$ cat config.mk
export PLATFORM = sky130hd
export DESIGN_NAME = wtSnoopCache
export DESIGN_NICKNAME = d
export VERILOG_FILES = /design/src/rtl/wt_cache_pkg.sv /design/src/rtl/wtCacheCtrl.sv /design/src/rtl/wtCacheData.sv /design/src/rtl/wtSnoopCache.sv
export SDC_FILE = /design/constraint.sdc
export NUM_CORES = 1
export LEC_CHECK = 0
export ABC_AREA = 1
export CAP_MARGIN = 20
export CORE_MARGIN = 2
export CORE_UTILIZATION = 50
export CTS_BUF_LIST = sky130_fd_sc_hd__clkbuf_2
export DETAILED_ROUTE_END_ITERATION = 8
export DONT_BUFFER_PORTS = 1
export PLACE_DENSITY = 0.71
export SLEW_MARGIN = 30
export SYNTH_ARGS = -nofsm -noshare
export SYNTH_HDL_FRONTEND = slang
export SYNTH_SLANG_ARGS = --single-unit
export TNS_END_PERCENT = 10
$ cat constraint.sdc
create_clock -name clk -period 4.1 [get_ports clk]
set_input_delay 0.205 -clock clk [delete_from_list [all_inputs] [get_ports clk]]
set_output_delay 0.205 -clock clk [all_outputs]
set_load 0.02 [all_outputs]
$ cat src/rtl/wt_cache_pkg.sv
package wt_cache_pkg;

  typedef enum logic [1:0] {
    ST_IDLE,
    ST_ARB,
    ST_MEM,
    ST_RESP
  } ctrlState_t;

  typedef struct packed {
    logic lookupLatch;
    logic hitLoad;
    logic fillLoad;
    logic storeUpd;
  } dpStrobe_t;

endpackage

$ cat src/rtl/wtCacheCtrl.sv
module wtCacheCtrl
  import wt_cache_pkg::*;
(
  input  logic       clk,
  input  logic       rstN,
  input  logic       cpuReq,
  input  logic       cpuWe,
  input  logic       lookupHit,
  input  logic       reqWe,
  input  logic       busGrant,
  input  logic       memAck,
  output dpStrobe_t  stb,
  output logic       busReq,
  output logic       memReq,
  output logic       memWe,
  output logic       cpuReady
);

  ctrlState_t stateQ, stateNext;

  always_comb begin
    stateNext = stateQ;
    stb = '0;
    unique case (stateQ)
      ST_IDLE: begin
        if (cpuReq) begin
          stb.lookupLatch = 1'b1;
          if (!cpuWe && lookupHit) begin
            stb.hitLoad = 1'b1;
            stateNext   = ST_RESP;
          end else begin
            stateNext = ST_ARB;
          end
        end
      end
      ST_ARB: begin
        if (busGrant) stateNext = ST_MEM;
      end
      ST_MEM: begin
        if (memAck) begin
          stb.fillLoad = !reqWe;
          stb.storeUpd = reqWe;
          stateNext    = ST_RESP;
        end
      end
      ST_RESP: stateNext = ST_IDLE;
      default: stateNext = ST_IDLE;
    endcase
  end

  always_ff @(posedge clk) begin
    if (!rstN) stateQ <= ST_IDLE;
    else       stateQ <= stateNext;
  end

  assign busReq   = (stateQ == ST_ARB) || (stateQ == ST_MEM);
  assign memReq   = (stateQ == ST_MEM);
  assign memWe    = memReq && reqWe;
  assign cpuReady = (stateQ == ST_RESP);


  grant_before_mem_chk: assert property (@(posedge clk) disable iff (!rstN)
    memReq |-> busGrant);


  ready_pulse_chk: assert property (@(posedge clk) disable iff (!rstN)
    cpuReady |=> !cpuReady);


  hit_no_bus_chk: assert property (@(posedge clk) disable iff (!rstN)
    (stateQ == ST_IDLE && cpuReq && !cpuWe && lookupHit) |=> (cpuReady && !busReq));


  miss_bus_chk: assert property (@(posedge clk) disable iff (!rstN)
    (stateQ == ST_IDLE && cpuReq && !cpuWe && !lookupHit) |=> (busReq && !cpuReady));


  store_bus_chk: assert property (@(posedge clk) disable iff (!rstN)
    (stateQ == ST_IDLE && cpuReq && cpuWe) |=> (busReq && !memReq));

endmodule

$ cat src/rtl/wtCacheData.sv
module wtCacheData
  import wt_cache_pkg::*;
#(
  parameter int ADDR_W   = 8,
  parameter int DATA_W   = 16,
  parameter int IDX_W    = 3,
  parameter int SRC_W    = 2,
  parameter int CACHE_ID = 0
) (
  input  logic              clk,
  input  logic              rstN,
  input  dpStrobe_t         stb,
  input  logic              cpuWe,
  input  logic [ADDR_W-1:0] cpuAddr,
  input  logic [DATA_W-1:0] cpuWdata,
  input  logic [DATA_W-1:0] memRdata,
  input  logic              snoopValid,
  input  logic [ADDR_W-1:0] snoopAddr,
  input  logic [SRC_W-1:0]  snoopSrc,
  output logic              lookupHit,
  output logic              reqWe,
  output logic [ADDR_W-1:0] reqAddr,
  output logic [DATA_W-1:0] reqWdata,
  output logic [DATA_W-1:0] cpuRdata
);

  localparam int LINES = 1 << IDX_W;
  localparam int TAG_W = ADDR_W - IDX_W;
  localparam logic [SRC_W-1:0] SELF_ID = SRC_W'(CACHE_ID);

  logic [LINES-1:0]  validQ, validNext;
  logic [TAG_W-1:0]  tagQ  [LINES];
  logic [DATA_W-1:0] dataQ [LINES];

  logic [ADDR_W-1:0] reqAddrQ;
  logic [DATA_W-1:0] reqWdataQ;
  logic              reqWeQ;
  logic [DATA_W-1:0] rdataQ;

  logic [IDX_W-1:0] cpuIdx, reqIdx, snpIdx;
  logic [TAG_W-1:0] cpuTag, reqTag, snpTag;
  logic             reqHit, snoopInv;

  assign cpuIdx = cpuAddr[IDX_W-1:0];
  assign cpuTag = cpuAddr[ADDR_W-1:IDX_W];
  assign reqIdx = reqAddrQ[IDX_W-1:0];
  assign reqTag = reqAddrQ[ADDR_W-1:IDX_W];
  assign snpIdx = snoopAddr[IDX_W-1:0];
  assign snpTag = snoopAddr[ADDR_W-1:IDX_W];

  assign lookupHit = validQ[cpuIdx] && (tagQ[cpuIdx] == cpuTag);
  assign reqHit    = validQ[reqIdx] && (tagQ[reqIdx] == reqTag);
  assign snoopInv  = snoopValid && (snoopSrc != SELF_ID) &&
                     validQ[snpIdx] && (tagQ[snpIdx] == snpTag);

  // per-line state: a foreign write clears, a fill sets, otherwise hold
  for (genvar g = 0; g < LINES; g++) begin : gLine
    assign validNext[g] = (snoopInv && snpIdx == IDX_W'(g))       ? 1'b0 :
                          (stb.fillLoad && reqIdx == IDX_W'(g))   ? 1'b1 :
                          validQ[g];
  end

  always_ff @(posedge clk) begin
    if (!rstN) validQ <= '0;
    else       validQ <= validNext;
  end

  always_ff @(posedge clk) begin
    if (stb.fillLoad) begin
      tagQ[reqIdx]  <= reqTag;
      dataQ[reqIdx] <= memRdata;
    end else if (stb.storeUpd && reqHit) begin
      dataQ[reqIdx] <= reqWdataQ;
    end
  end

  always_ff @(posedge clk) begin
    if (!rstN) begin
      reqAddrQ  <= '0;
      reqWdataQ <= '0;
      reqWeQ    <= 1'b0;
      rdataQ    <= '0;
    end else begin
      if (stb.lookupLatch) begin
        reqAddrQ  <= cpuAddr;
        reqWdataQ <= cpuWdata;
        reqWeQ    <= cpuWe;
      end
      if (stb.hitLoad)       rdataQ <= dataQ[cpuIdx];
      else if (stb.fillLoad) rdataQ <= memRdata;
    end
  end

  assign reqWe    = reqWeQ;
  assign reqAddr  = reqAddrQ;
  assign reqWdata = reqWdataQ;
  assign cpuRdata = rdataQ;


  snoop_inval_chk: assert property (@(posedge clk) disable iff (!rstN)
    snoopInv |=> !validQ[$past(snpIdx)]);


  self_snoop_chk: assert property (@(posedge clk) disable iff (!rstN)
    (snoopValid && snoopSrc == SELF_ID && !stb.fillLoad) |=> $stable(validQ));


  store_no_alloc_chk: assert property (@(posedge clk) disable iff (!rstN)
    (stb.storeUpd && !snoopValid) |=> $stable(validQ));


  fill_valid_chk: assert property (@(posedge clk) disable iff (!rstN)
    (stb.fillLoad && !snoopValid) |=> validQ[$past(reqIdx)]);

endmodule

$ cat src/rtl/wtSnoopCache.sv
module wtSnoopCache
  import wt_cache_pkg::*;
#(
  parameter int ADDR_W   = 8,
  parameter int DATA_W   = 16,
  parameter int IDX_W    = 3,
  parameter int SRC_W    = 2,
  parameter int CACHE_ID = 0
) (
  input  logic              clk,
  input  logic              rstN,
  input  logic              cpuReq,
  input  logic              cpuWe,
  input  logic [ADDR_W-1:0] cpuAddr,
  input  logic [DATA_W-1:0] cpuWdata,
  output logic              cpuReady,
  output logic [DATA_W-1:0] cpuRdata,
  output logic              busReq,
  input  logic              busGrant,
  output logic              memReq,
  output logic              memWe,
  output logic [ADDR_W-1:0] memAddr,
  output logic [DATA_W-1:0] memWdata,
  input  logic              memAck,
  input  logic [DATA_W-1:0] memRdata,
  input  logic              snoopValid,
  input  logic [ADDR_W-1:0] snoopAddr,
  input  logic [SRC_W-1:0]  snoopSrc
);

  dpStrobe_t stb;
  logic      lookupHit, reqWe;

  wtCacheCtrl uCtrl (
    .clk       (clk),
    .rstN      (rstN),
    .cpuReq    (cpuReq),
    .cpuWe     (cpuWe),
    .lookupHit (lookupHit),
    .reqWe     (reqWe),
    .busGrant  (busGrant),
    .memAck    (memAck),
    .stb       (stb),
    .busReq    (busReq),
    .memReq    (memReq),
    .memWe     (memWe),
    .cpuReady  (cpuReady)
  );

  wtCacheData #(
    .ADDR_W   (ADDR_W),
    .DATA_W   (DATA_W),
    .IDX_W    (IDX_W),
    .SRC_W    (SRC_W),
    .CACHE_ID (CACHE_ID)
  ) uData (
    .clk        (clk),
    .rstN       (rstN),
    .stb        (stb),
    .cpuWe      (cpuWe),
    .cpuAddr    (cpuAddr),
    .cpuWdata   (cpuWdata),
    .memRdata   (memRdata),
    .snoopValid (snoopValid),
    .snoopAddr  (snoopAddr),
    .snoopSrc   (snoopSrc),
    .lookupHit  (lookupHit),
    .reqWe      (reqWe),
    .reqAddr    (memAddr),
    .reqWdata   (memWdata),
    .cpuRdata   (cpuRdata)
  );


  mem_hold_chk: assert property (@(posedge clk) disable iff (!rstN)
    (memReq && !memAck) |=> (memReq && $stable(memAddr) && $stable(memWe) && $stable(memWdata)));

endmodule

==> tab_implementation.tex, run 1 <==
\begin{tabular}{lr}
\hline
Metric & Value \\
\hline
\multicolumn{2}{l}{\textbf{Timing}} \\
\quad Final worst setup slack & 381.4 ps \\
\quad Setup Skew & 52.15 ps \\
\quad Final Hold Viols & 0 \\
\quad Max Transition Viols Final & 0 \\
\quad Total negative slack & 0 ps \\
\quad Ratio of final minimum period to clock period & 90.70\% \\
\quad Final worst path period need & 3719 ps \\
\quad Relative slew slack & 40.78\% \\
\quad Actual transition at the worst max-transition pin & 885.4 ps \\
\quad Fmax & 0.2689 GHz \\
\quad Unrepaired setup endpoints after global routing & false \\
\quad Number of failing setup endpoints in the final timing report & 0 \\
\multicolumn{2}{l}{\textbf{Synthesis}} \\
\quad Area of the mapped netlist & 10410 um\^{}2 \\
\quad Mean instance size in the synthesized netlist & 9.108 um\^{}2 \\
\quad Number of synthesized register bits & 222 \\
\quad Synth Instances & 1143 \\
\quad Net count of the mapped netlist & 1205 \\
\quad Total number of yosys warnings & 0 \\
\quad Sequential cell area fraction in the yosys report & 58.85\% \\
\quad Most common library cells after synthesis & 280 x sky130\_fd\_sc\_hd\_\_nand2\_1, 168 x sky130\_fd\_sc\_hd\_\_edfxtp\_1, 141 x sky130\_fd\_sc\_hd\_\_nor2\_1 \\
\quad Predominant post-synthesis flop cell & sky130\_fd\_sc\_hd\_\_edfxtp\_1 \\
\quad Leading cell types by total area after synthesis & sky130\_fd\_sc\_hd\_\_edfxtp\_1 48\%, sky130\_fd\_sc\_hd\_\_dfxtp\_1 10\%, sky130\_fd\_sc\_hd\_\_nand2\_1 10\%, sky130\_fd\_sc\_hd\_\_nor2\_1 5.1\%, sky130\_fd\_sc\_hd\_\_o21ai\_0 5.0\% \\
\quad Area share of the leading cell type in the synthesized netlist & 48.46\% \\
\quad Library cell with the highest instance count after synthesis & sky130\_fd\_sc\_hd\_\_nand2\_1 \\
\quad EDFF count, synth & 168 \\
\quad Async set-or-reset flop fraction in the synthesized netlist & 0\% \\
\quad Post-synth top area cell & sky130\_fd\_sc\_hd\_\_edfxtp\_1 \\
\quad Distinct cells, synth & 43 \\
\multicolumn{2}{l}{\textbf{Worst setup path}} \\
\quad Kind of end point of the critical path & flop \\
\quad Count of cells along the worst register-to-register path & 11 \\
\quad Highest fanout seen on the critical path & 24 \\
\quad Crit path DAT & 4260 ps \\
\quad Critical setup path kind & flop to flop \\
\quad Flop-to-flop setup slack & 380 ps \\
\quad Element type at the critical path start & flop \\
\quad Terminus of the critical flop-to-flop path & uData.dataQ[4][4] \\
\quad Required time of the critical path & 4640 ps \\
\multicolumn{2}{l}{\textbf{Power and ir drop}} \\
\quad Power Total & 0.005588 W \\
\quad Power density normalized to cell area & 460.3 nW/um\^{}2 \\
\quad Total leakage power & 4.724 nW \\
\quad Max IR drop VDD & 0.0002891 V \\
\multicolumn{2}{l}{\textbf{Placement}} \\
\quad Worst setup slack before clock tree synthesis & 486.6 ps \\
\quad Port Buffer Count & 0 \\
\quad Post-DP HPWL & 19610 um \\
\quad Placer's final routability congestion estimate & 0.9049 \\
\multicolumn{2}{l}{\textbf{Floorplan}} \\
\quad Core Footprint & 20360 um\^{}2 \\
\quad Die height & 148.3 um \\
\quad Total Die Area & 21990 um\^{}2 \\
\quad Starting utilization of the core area & 51.12\% \\
\quad Count of boundary I/O pins & 101 \\
\quad Width of the chip & 148.3 um \\
\quad Placement row count & 52 \\
\multicolumn{2}{l}{\textbf{Hold path}} \\
\quad Number of stages on the worst hold path & 5 \\
\quad Origin of the worst min-delay path & cpuAddr[1] \\
\quad Type of the tightest min-delay check & input pin to flop \\
\quad Endpoint, Worst Hold & uData.cpuRdata[15] \\
\multicolumn{2}{l}{\textbf{CTS}} \\
\quad Total clock buffers created by CTS & 56 \\
\quad Clock latency reported for the late side of the worst-skew pair & 880 ps \\
\quad Clock root cell & sky130\_fd\_sc\_hd\_\_clkbuf\_2 \\
\quad Buffers inserted during post-CTS setup optimization & 0 \\
\quad CTS tree & yes \\
\quad Clock-pin slew reported for the worst setup and hold paths after clock tree synthesis & 110 ps \\
\quad CTS sink count & 222 \\
\quad Maximum root-to-sink buffer count & 3 \\
\quad CTS HTree Levels & 2 \\
\multicolumn{2}{l}{\textbf{Drt}} \\
\quad DR DRC count & 0 \\
\quad Overall via count from detail\_route & 9197 \\
\quad Final wirelength & 32240 um \\
\quad Post-DR wirelength/cell & 20.48 um \\
\quad Via-per-instance ratio & 5.843 \\
\quad Initial DRT Pass Iterations & 5 \\
\quad Number of nets with antenna violations after routing & 0 \\
\quad Starting DRT DRC Count & 1091 \\
\multicolumn{2}{l}{\textbf{Layout}} \\
\quad Ratio of cells with drive above 1 in the final layout & 10.51\% \\
\quad Area growth from synthesis to layout & 16.61\% \\
\quad Final nets & 1317 \\
\multicolumn{2}{l}{\textbf{Global routing}} \\
\quad First-pass GRT wire length & 48830 um \\
\quad Total global routing track utilization & 29.12\% \\
\quad Via count of the first global-routing pass & 8880 \\
\quad Number of antenna violations at the first check in global routing & 2 \\
\quad Maximum number of pins on one net before global-route repair & 83 \\
\quad GRT Residual Overflow & 0 \\
\multicolumn{2}{l}{\textbf{Job}} \\
\quad Max-cap check violation count & 0 \\
\multicolumn{2}{l}{\textbf{Run status}} \\
\quad Result of the run & complete, no violations \\
\hline
\end{tabular}
-- critical path, cell delays in order, from the launching register on --
cell and delay (ps):
sky130_fd_sc_hd__dfxtp_1 750, sky130_fd_sc_hd__inv_2 280, sky130_fd_sc_hd__a21oi_1 230, sky130_fd_sc_hd__o21ai_0 100, sky130_fd_sc_hd__nand3_1 70, sky130_fd_sc_hd__nand2_1 70
sky130_fd_sc_hd__nand2_1 60, sky130_fd_sc_hd__nand2_1 100, sky130_fd_sc_hd__nor2_4 370, sky130_fd_sc_hd__nand3_2 590, sky130_fd_sc_hd__a21oi_2 470, sky130_fd_sc_hd__buf_4 290
-- stage by stage --
step | utilization, % | instances | hold WS (ps) | cell area (um^2)
global placement | 51.91 | 1366 | 355.0 | 10570
global route | 59.61 | 1574 | 64.34 | 12140
floorplan | - | 1143 | 353.6 | 10410
detailed placement | 51.95 | 1366 | 359.1 | 10580
CTS | 59.62 | 1573 | 3.116 | 12140
finish | 59.61 | 1574 | 59.22 | 12140
-- routing by layer --
metal  part of all wire [%]  vias to the layer above  global-route usage (%)
met5                  0.040                        -                       0
met4                    2.6                        2                   10.29
met3                     13                       82                   7.362
met2                     45                      582                   46.04
met1                     39                     4316                   39.34
li1                       -                     4215                       -
-- flip-flops by register name, summed over array words and instances, names as in the netlist, named ones only --
name,cells
uCtrl.stateQ,2
uData.cpuRdata,16
uData.dataQ,128
uData.reqAddr,8
uData.reqWdata,16
uData.reqWe,1
uData.tagQ,40
uData.validQ,8
-- worst max path at each step --
stage | end | from | slack (ps) | cells after the start
5_1_grt | uData.dataQ[4][4] | uCtrl.stateQ[0] | 110 | 11
2_1_floorplan | uData.dataQ[1][0] | uCtrl.stateQ[0] | 830 | 10
3_5_place_dp | uData.dataQ[7][13] | flop | 490 | 10
4_1_cts | uData.dataQ[4][4] | flop | 440 | 10
3_3_place_gp | uData.dataQ[7][10] | uCtrl.stateQ[0] | 610 | 11
6_report | uData.dataQ[4][4] | flop | 380 | 11
-- power breakdown --
part           switching [W]  leakage (nW)  total, W  internal [W]
clock               0.000943         0.406   0.00156      0.000621
combinational       0.000758          2.36   0.00117      0.000407
sequential          0.000284          1.96   0.00286       0.00258
-- area by class of cell --
cell class | instances | area [um^2]
diodes | 1 | 2.502
clock buffers | 84 | 420.4
clock inverters | 22 | 121.4
fillers | 1705 | 8225
inverters | 88 | 332.8
multi-input cells | 770 | 3662
flip-flops and latches | 222 | 6126
well taps | 270 | 337.8
repair buffers | 117 | 1136
-- kinds of logic (layout without fill, tap and decap cells) --
family | count (synthesis) | count (layout) | share of synthesized area [%]
AND/OR/NAND/NOR | 521 | 521 | 20.91
buffers and inverters | 151 | 311 | 6.154
other | 0 | 1 | 0
adder cells (fa/ha/maj) | 5 | 5 | 0.6010
flip-flops | 222 | 222 | 58.85
XOR/XNOR | 1 | 1 | 0.08415
AO/OA/AOI/OAI | 243 | 243 | 13.40
-- layout by cell type (no fill, tap or decap), types with 4 or more instances in the layout --
cell                            count
sky130_fd_sc_hd__inv_1             82
sky130_fd_sc_hd__o221ai_1           8
sky130_fd_sc_hd__o22ai_1           14
sky130_fd_sc_hd__o2111ai_1          5
sky130_fd_sc_hd__a21oi_2            5
sky130_fd_sc_hd__nand2_1          280
sky130_fd_sc_hd__nor2_2             7
sky130_fd_sc_hd__clkbuf_2          84
sky130_fd_sc_hd__o21ai_0          104
sky130_fd_sc_hd__nand4_1           28
sky130_fd_sc_hd__buf_4             16
sky130_fd_sc_hd__ha_1               5
sky130_fd_sc_hd__a22oi_1            4
sky130_fd_sc_hd__a21oi_1           66
sky130_fd_sc_hd__clkinv_1          18
sky130_fd_sc_hd__nand3_1           53
sky130_fd_sc_hd__o211ai_1           5
sky130_fd_sc_hd__dlygate4sd3_1     99
sky130_fd_sc_hd__inv_2              4
sky130_fd_sc_hd__a221oi_1          10
sky130_fd_sc_hd__edfxtp_1         168
sky130_fd_sc_hd__o21ai_1           12
sky130_fd_sc_hd__or2_2              5
sky130_fd_sc_hd__dfxtp_1           54
sky130_fd_sc_hd__nor2_1           138
-- timing repair --
item | CTS | global route
hold endpoints to repair | 182 | 0
gates resized for setup | 0 | 0
hold buffers | 101 | 0
Note: power is estimated with default switching activity, not from simulation.
==> run 2, diff against run 1 <==
Settings changed: RECOVER_POWER from default to 25.
==> run 2 against run 1 <==
The run now ends with max-capacitance violations, max-slew violations left. Worst setup slack improved by 31 ps. Cell area is 0.10% lower. Global-route usage unchanged. Largest cell class unchanged. Largest power group unchanged. Via count is essentially flat.
==> tab_implementation.tex, run 2 (synthesis gave the netlist of run 1 again) <==
\begin{tabular}{lr}
\hline
Metric & Value \\
\hline
\multicolumn{2}{l}{\textbf{Global routing}} \\
\quad Maximum number of pins on one net before global-route repair & 83 \\
\quad Met1 demand-to-capacity share in global routing & 39.34\% \\
\quad First-pass GRT wire length & 48830 um \\
\quad Number of antenna violations at the first check in global routing & 2 \\
\quad GR Util met2 & 46.04\% \\
\quad Grt peak-use layer & met2 \\
\quad GRT Residual Overflow & 0 \\
\quad Met3 Use GR & 7.362\% \\
\quad Via count of the first global-routing pass & 8880 \\
\quad Total global routing track utilization & 29.12\% \\
\multicolumn{2}{l}{\textbf{Layout}} \\
\quad Leading registers by flop count & uData.dataQ x128, uData.tagQ x40 \\
\quad Summed area of non-filler cells in the final layout & 12130 um\^{}2 \\
\quad Most frequent standard cell in the layout excluding fill and tap cells & sky130\_fd\_sc\_hd\_\_nand2\_1 \\
\quad Number of flip-flops under the largest register name & 128 \\
\quad Area taken by multi-input logic gates & 3657 um\^{}2 \\
\quad Layout Cells excl Fill & 1574 \\
\quad Area growth from synthesis to layout & 16.49\% \\
\quad Register bank with the most flops & uData.dataQ \\
\quad Final nets & 1317 \\
\quad Most frequent cells in the layout & 280 x sky130\_fd\_sc\_hd\_\_nand2\_1, 168 x sky130\_fd\_sc\_hd\_\_edfxtp\_1, 138 x sky130\_fd\_sc\_hd\_\_nor2\_1 \\
\quad Area taken by flip-flops and latches & 6126 um\^{}2 \\
\quad Ratio of cells with drive above 1 in the final layout & 10.28\% \\
\quad Filler Cell Count & 1704 \\
\multicolumn{2}{l}{\textbf{Floorplan}} \\
\quad Placement row count & 52 \\
\quad Width of the chip & 148.3 um \\
\quad Die height & 148.3 um \\
\quad Total Die Area & 21990 um\^{}2 \\
\quad Count of boundary I/O pins & 101 \\
\quad Core Footprint & 20360 um\^{}2 \\
\quad Starting utilization of the core area & 51.12\% \\
\multicolumn{2}{l}{\textbf{Run status}} \\
\quad Violations in the final reports & max-capacitance violations, max-slew violations \\
\quad Result of the run & finished with violations \\
\multicolumn{2}{l}{\textbf{Placement}} \\
\quad Placer's final routability congestion estimate & 0.9049 \\
\quad Placed Area & 10580 um\^{}2 \\
\quad Worst setup slack before clock tree synthesis & 486.6 ps \\
\quad Port Buffer Count & 0 \\
\quad Placed cell count & 1366 \\
\quad Post-DP HPWL & 19610 um \\
\multicolumn{2}{l}{\textbf{Timing}} \\
\quad Final worst setup slack & 412.1 ps \\
\quad Total negative slack & 0 ps \\
\quad Unrepaired setup endpoints after global routing & false \\
\quad Actual transition at the worst max-transition pin & 1816 ps \\
\quad Final Hold Viols & 0 \\
\quad Fmax & 0.2712 GHz \\
\quad Max Transition Viols Final & 35 \\
\quad Relative slew slack & -21.09\% \\
\quad Setup Skew & 52.47 ps \\
\quad Ratio of final minimum period to clock period & 89.95\% \\
\quad Final worst path period need & 3688 ps \\
\quad Number of failing setup endpoints in the final timing report & 0 \\
\multicolumn{2}{l}{\textbf{Drt}} \\
\quad Number of nets with antenna violations after routing & 0 \\
\quad Post-DR wirelength/cell & 20.44 um \\
\quad Initial DRT Pass Iterations & 5 \\
\quad Via-per-instance ratio & 5.837 \\
\quad Overall via count from detail\_route & 9188 \\
\quad Final wirelength & 32170 um \\
\quad DR DRC count & 0 \\
\quad Starting DRT DRC Count & 1068 \\
\multicolumn{2}{l}{\textbf{Power and ir drop}} \\
\quad Max IR drop VDD & 0.0002908 V \\
\quad Total leakage power & 4.716 nW \\
\quad Power density normalized to cell area & 460.4 nW/um\^{}2 \\
\multicolumn{2}{l}{\textbf{CTS}} \\
\quad CTS tree & yes \\
\quad Total clock buffers created by CTS & 56 \\
\quad Clock latency reported for the late side of the worst-skew pair & 880 ps \\
\quad CTS sink count & 222 \\
\quad Clock-pin slew reported for the worst setup and hold paths after clock tree synthesis & 110 ps \\
\quad Clock root cell & sky130\_fd\_sc\_hd\_\_clkbuf\_2 \\
\quad \# hold bufs at CTS & 101 \\
\quad CTS resizes & 0 \\
\quad Buffers inserted during post-CTS setup optimization & 0 \\
\quad CTS HTree Levels & 2 \\
\quad Maximum root-to-sink buffer count & 3 \\
\multicolumn{2}{l}{\textbf{Worst setup path}} \\
\quad Terminus of the critical flop-to-flop path & uData.dataQ[4][4] \\
\quad Count of cells along the worst register-to-register path & 11 \\
\quad Required time of the critical path & 4630 ps \\
\quad Flop-to-flop setup slack & 410 ps \\
\quad Element type at the critical path start & flop \\
\quad Kind of end point of the critical path & flop \\
\quad Highest fanout seen on the critical path & 24 \\
\quad Crit path DAT & 4220 ps \\
\quad Critical setup path kind & flop to flop \\
\multicolumn{2}{l}{\textbf{Hold path}} \\
\quad Origin of the worst min-delay path & cpuAddr[0] \\
\quad Number of stages on the worst hold path & 6 \\
\quad Endpoint, Worst Hold & uData.cpuRdata[1] \\
\quad Type of the tightest min-delay check & input pin to flop \\
\multicolumn{2}{l}{\textbf{Job}} \\
\quad Max-cap check violation count & 1 \\
\hline
\end{tabular}
## run 2: cell count changes in the layout (fill, tap and decap cells not counted), sizes merged
cell / change
clkbuf: +2
buf: -2
## run 2: worst max-delay path by stage
stage	startpoint	end	slack (ps)	cells past startpoint
4_1_cts	flop	uData.dataQ[4][4]	440	10
3_3_place_gp	uCtrl.stateQ[0]	uData.dataQ[7][10]	610	11
5_1_grt	uCtrl.stateQ[0]	uData.dataQ[4][4]	110	11
3_5_place_dp	flop	uData.dataQ[7][13]	490	10
6_report	flop	uData.dataQ[4][4]	410	11
2_1_floorplan	uCtrl.stateQ[0]	uData.dataQ[1][0]	830	10
## run 2: worst max-delay path, cell delays in order (launching register included)
cell                      delay (ps)
sky130_fd_sc_hd__dfxtp_1         750
sky130_fd_sc_hd__inv_2           270
sky130_fd_sc_hd__a21oi_1         210
sky130_fd_sc_hd__o21ai_1          80
sky130_fd_sc_hd__nand2_1          60
sky130_fd_sc_hd__nand2_1          60
sky130_fd_sc_hd__and3_1          200
sky130_fd_sc_hd__nor3_4          160
sky130_fd_sc_hd__buf_4           270
sky130_fd_sc_hd__nand3_2         530
sky130_fd_sc_hd__a21oi_2         470
sky130_fd_sc_hd__buf_4           290
## run 2: where the power goes
part	internal [W]	switching, W	total, W
clock	0.000621	0.000941	0.00156
sequential	0.00258	0.000282	0.00286
combinational	0.000406	0.000758	0.00116
total	0.00360	0.00198	0.00558
## run 2: cell type report
cell class	count	share of cell area [%]
Antenna cell	1	0.02064
Clock buffer	84	3.467
Clock inverter	22	1.001
Inverter	88	2.745
Multi-Input combinational cell	770	30.16
Sequential cell	222	50.52
Tap cell	270	2.786
Timing Repair Buffer	117	9.307
## run 2: per-layer routing
metal	vias to the layer above	share of wire, %
met5	-	0.040
met4	2	2.5
met1	4289	40
met3	84	12
li1	4210	-
met2	603	45
## run 2: through the flow
step	utilization, %	power, W	hold WS [ps]
4_1_cts	59.62	0.005553	3.116
3_5_place_dp	51.95	0.003872	359.1
5_1_grt	59.55	0.005835	64.34
3_3_place_gp	51.91	0.003848	355.0
6_report	59.55	0.005583	64.45
2_1_floorplan	-	0.003574	353.6
==> run 3, diff against run 2 <==
Settings changed: CORE_UTILIZATION 50 to 25, PLACE_DENSITY 0.71 to 0.44, SKIP_LAST_GASP from default to 1.
==> run 3 against run 2 <==
The run still ends with max-capacitance violations, max-slew violations left. Via count is 3.0% lower. Critical path depth increased by 5. Utilization fell by 28 points. Sequential cell count unchanged. Combinational power rose by 7%. Final cell count is 19% higher. Routed wire length rose by 14%. Hold slack gained 62 ps. Critical path type is now input pin to flop. First-iteration DRC count fell by 30%. Non-clock buffer count is 27 higher. Largest power group unchanged.
==> tab_implementation.tex, run 3 (synthesis gave the netlist of run 1 again) <==
\begin{tabular}{lr}
\hline
Metric & Value \\
\hline
\multicolumn{2}{l}{\textbf{Run status}} \\
\quad Result of the run & finished with violations \\
\quad Violations in the final reports & max-capacitance violations, max-slew violations \\
\multicolumn{2}{l}{\textbf{Placement}} \\
\quad Post-DP HPWL & 23520 um \\
\quad Placed cell count & 1641 \\
\quad Port Buffer Count & 0 \\
\quad Placer's final routability congestion estimate & 0.8596 \\
\quad Placed Area & 11000 um\^{}2 \\
\multicolumn{2}{l}{\textbf{Timing}} \\
\quad Ratio of final minimum period to clock period & 90.33\% \\
\quad Actual transition at the worst max-transition pin & 1898 ps \\
\quad Final Hold Viols & 0 \\
\quad Fmax & 0.2700 GHz \\
\quad Worst hold slack after final layout & 126.9 ps \\
\quad Relative slew slack & -26.52\% \\
\quad Unrepaired setup endpoints after global routing & false \\
\quad Number of failing setup endpoints in the final timing report & 0 \\
\quad Setup Skew & 91.74 ps \\
\quad Max Transition Viols Final & 35 \\
\quad Final worst path period need & 3703 ps \\
\quad Total negative slack & 0 ps \\
\multicolumn{2}{l}{\textbf{Worst setup path}} \\
\quad Worst Setup SP & snoopAddr[0] \\
\quad Terminus of the critical flop-to-flop path & uData.cpuRdata[9] \\
\quad Flop-to-flop setup slack & 500 ps \\
\quad Required time of the critical path & 4960 ps \\
\quad Count of cells along the worst register-to-register path & 10 \\
\quad Kind of end point of the critical path & flop \\
\quad Critical setup path kind & input pin to flop \\
\quad Worst reg2reg path startpoint & uCtrl.stateQ[0] \\
\quad Crit path DAT & 4560 ps \\
\quad Element type at the critical path start & input pin \\
\quad Capturing element of the worst setup path & uData.validQ[5] \\
\quad Highest fanout seen on the critical path & 14 \\
\multicolumn{2}{l}{\textbf{Drt}} \\
\quad Via-per-instance ratio & 4.756 \\
\quad Number of nets with antenna violations after routing & 0 \\
\quad Overall via count from detail\_route & 8912 \\
\quad Post-DR wirelength/cell & 19.54 um \\
\quad Routed length on met1 & 16070 um \\
\quad Met3 layer wire length in the routed design & 2502 um \\
\quad DR DRC count & 0 \\
\quad Met2 WL & 17080 um \\
\quad Final wirelength & 36620 um \\
\quad Starting DRT DRC Count & 749 \\
\quad DR top layer & met5 \\
\quad Initial DRT Pass Iterations & 5 \\
\multicolumn{2}{l}{\textbf{Floorplan}} \\
\quad Core Footprint & 40920 um\^{}2 \\
\quad Placement row count & 74 \\
\quad Width of the chip & 208.1 um \\
\quad Starting utilization of the core area & 25.44\% \\
\quad Count of boundary I/O pins & 101 \\
\quad Total Die Area & 43290 um\^{}2 \\
\quad Die height & 208.1 um \\
\multicolumn{2}{l}{\textbf{Layout}} \\
\quad Area growth from synthesis to layout & 22.48\% \\
\quad Ratio of cells with drive above 1 in the final layout & 11.07\% \\
\quad Most frequent cells in the layout & 280 x sky130\_fd\_sc\_hd\_\_nand2\_1, 168 x sky130\_fd\_sc\_hd\_\_edfxtp\_1, 141 x sky130\_fd\_sc\_hd\_\_nor2\_1 \\
\quad Summed area of non-filler cells in the final layout & 12750 um\^{}2 \\
\quad Leading registers by flop count & uData.dataQ x128, uData.tagQ x40 \\
\quad Filler Cell Count & 4342 \\
\quad Layout Cells excl Fill & 1874 \\
\quad Register bank with the most flops & uData.dataQ \\
\quad Most frequent standard cell in the layout excluding fill and tap cells & sky130\_fd\_sc\_hd\_\_nand2\_1 \\
\quad Number of flip-flops under the largest register name & 128 \\
\quad Area taken by flip-flops and latches & 6126 um\^{}2 \\
\quad Final nets & 1348 \\
\quad Area taken by multi-input logic gates & 3650 um\^{}2 \\
\multicolumn{2}{l}{\textbf{Global routing}} \\
\quad Maximum number of pins on one net before global-route repair & 65 \\
\quad Number of antenna violations at the first check in global routing & 6 \\
\quad First-pass GRT wire length & 54990 um \\
\quad Total global routing track utilization & 16.74\% \\
\quad GRT Residual Overflow & 0 \\
\quad Via count of the first global-routing pass & 8825 \\
\multicolumn{2}{l}{\textbf{Power and ir drop}} \\
\quad Power density normalized to cell area & 451.1 nW/um\^{}2 \\
\quad Total leakage power & 4.885 nW \\
\quad Max IR drop VDD & 0.0001982 V \\
\quad Power Total & 0.005752 W \\
\multicolumn{2}{l}{\textbf{CTS}} \\
\quad Buffers inserted during post-CTS setup optimization & 0 \\
\quad Clock-pin slew reported for the worst setup and hold paths after clock tree synthesis & 90 ps \\
\quad CTS tree & yes \\
\quad Total clock buffers created by CTS & 60 \\
\quad Clock latency reported for the late side of the worst-skew pair & 1020 ps \\
\quad Clock root cell & sky130\_fd\_sc\_hd\_\_clkbuf\_2 \\
\quad CTS sink count & 222 \\
\quad CTS HTree Levels & 2 \\
\quad Maximum root-to-sink buffer count & 3 \\
\multicolumn{2}{l}{\textbf{Hold path}} \\
\quad Type of the tightest min-delay check & input pin to flop \\
\multicolumn{2}{l}{\textbf{Job}} \\
\quad Max-cap check violation count & 1 \\
\hline
\end{tabular}
-- run 3: area by class of cell --
type,count,share of cell area [%]
flip-flops and latches,222,48.05
multi-input cells,770,28.63
repair buffers,144,10.91
well taps,532,5.221
clock buffers,87,3.415
inverters,88,2.610
clock inverters,26,1.070
diodes,5,0.09814
-- run 3: repair_timing --
| item | 4_1_cts | 5_1_grt |
|---|---|---|
| gates resized for setup | 0 | 0 |
| hold buffers | 115 | 0 |
| hold endpoints to repair | 192 | 0 |
-- run 3: worst max-delay path, cell delays in order --
cell and delay (ps):
sky130_fd_sc_hd__dlygate4sd3_1 570, sky130_fd_sc_hd__nor2_1 100, sky130_fd_sc_hd__dlygate4sd3_1 560, sky130_fd_sc_hd__buf_4 240, sky130_fd_sc_hd__nand2_1 70, sky130_fd_sc_hd__o2111ai_1 110
sky130_fd_sc_hd__nand2_1 80, sky130_fd_sc_hd__a21oi_1 200, sky130_fd_sc_hd__nand2_1 70, sky130_fd_sc_hd__dlygate4sd3_1 550, sky130_fd_sc_hd__nor2_1 110, sky130_fd_sc_hd__dlygate4sd3_1 560
sky130_fd_sc_hd__nand3_1 210, sky130_fd_sc_hd__dlygate4sd3_1 730, sky130_fd_sc_hd__nor2_1 120, sky130_fd_sc_hd__nor2_1 50
-- run 3: worst min path at each step --
stage                     startpoint                  to  cells past startpoint
after floorplan           cpuAddr[3]    uData.reqAddr[3]                      2
after global placement          rstN  uData.reqWdata[15]                      2
after detailed placement        rstN  uData.reqWdata[15]                      2
after CTS                 cpuAddr[6]    uData.reqAddr[6]                      3
after global routing      cpuAddr[6]    uData.reqAddr[6]                      3
final                     cpuAddr[6]    uData.reqAddr[6]                      3
-- run 3: stage by stage --
step	setup slack (ps)	utilization (%)
6_report	396.5	31.15
5_1_grt	186.6	31.15
4_1_cts	586.7	31.15
3_5_place_dp	808.6	26.87
3_3_place_gp	856.9	26.87
2_1_floorplan	826.4	-
-- run 3: metal layers --
layer / up-vias / GRT usage, %
met5: - / 0
met4: 2 / 5.772
met3: 71 / 4.166
met2: 310 / 27.04
met1: 4260 / 21.83
li1: 4269 / -
-- run 3: report_power, final --
| group | total [W] | internal, W | leakage [nW] | switching [W] |
|---|---|---|---|---|
| combinational | 0.00124 | 0.000446 | 2.50 | 0.000790 |
| clock | 0.00166 | 0.000646 | 0.423 | 0.00101 |
| sequential | 0.00286 | 0.00258 | 1.96 | 0.000280 |
| total | 0.00575 | 0.00367 | 4.88 | 0.00208 |
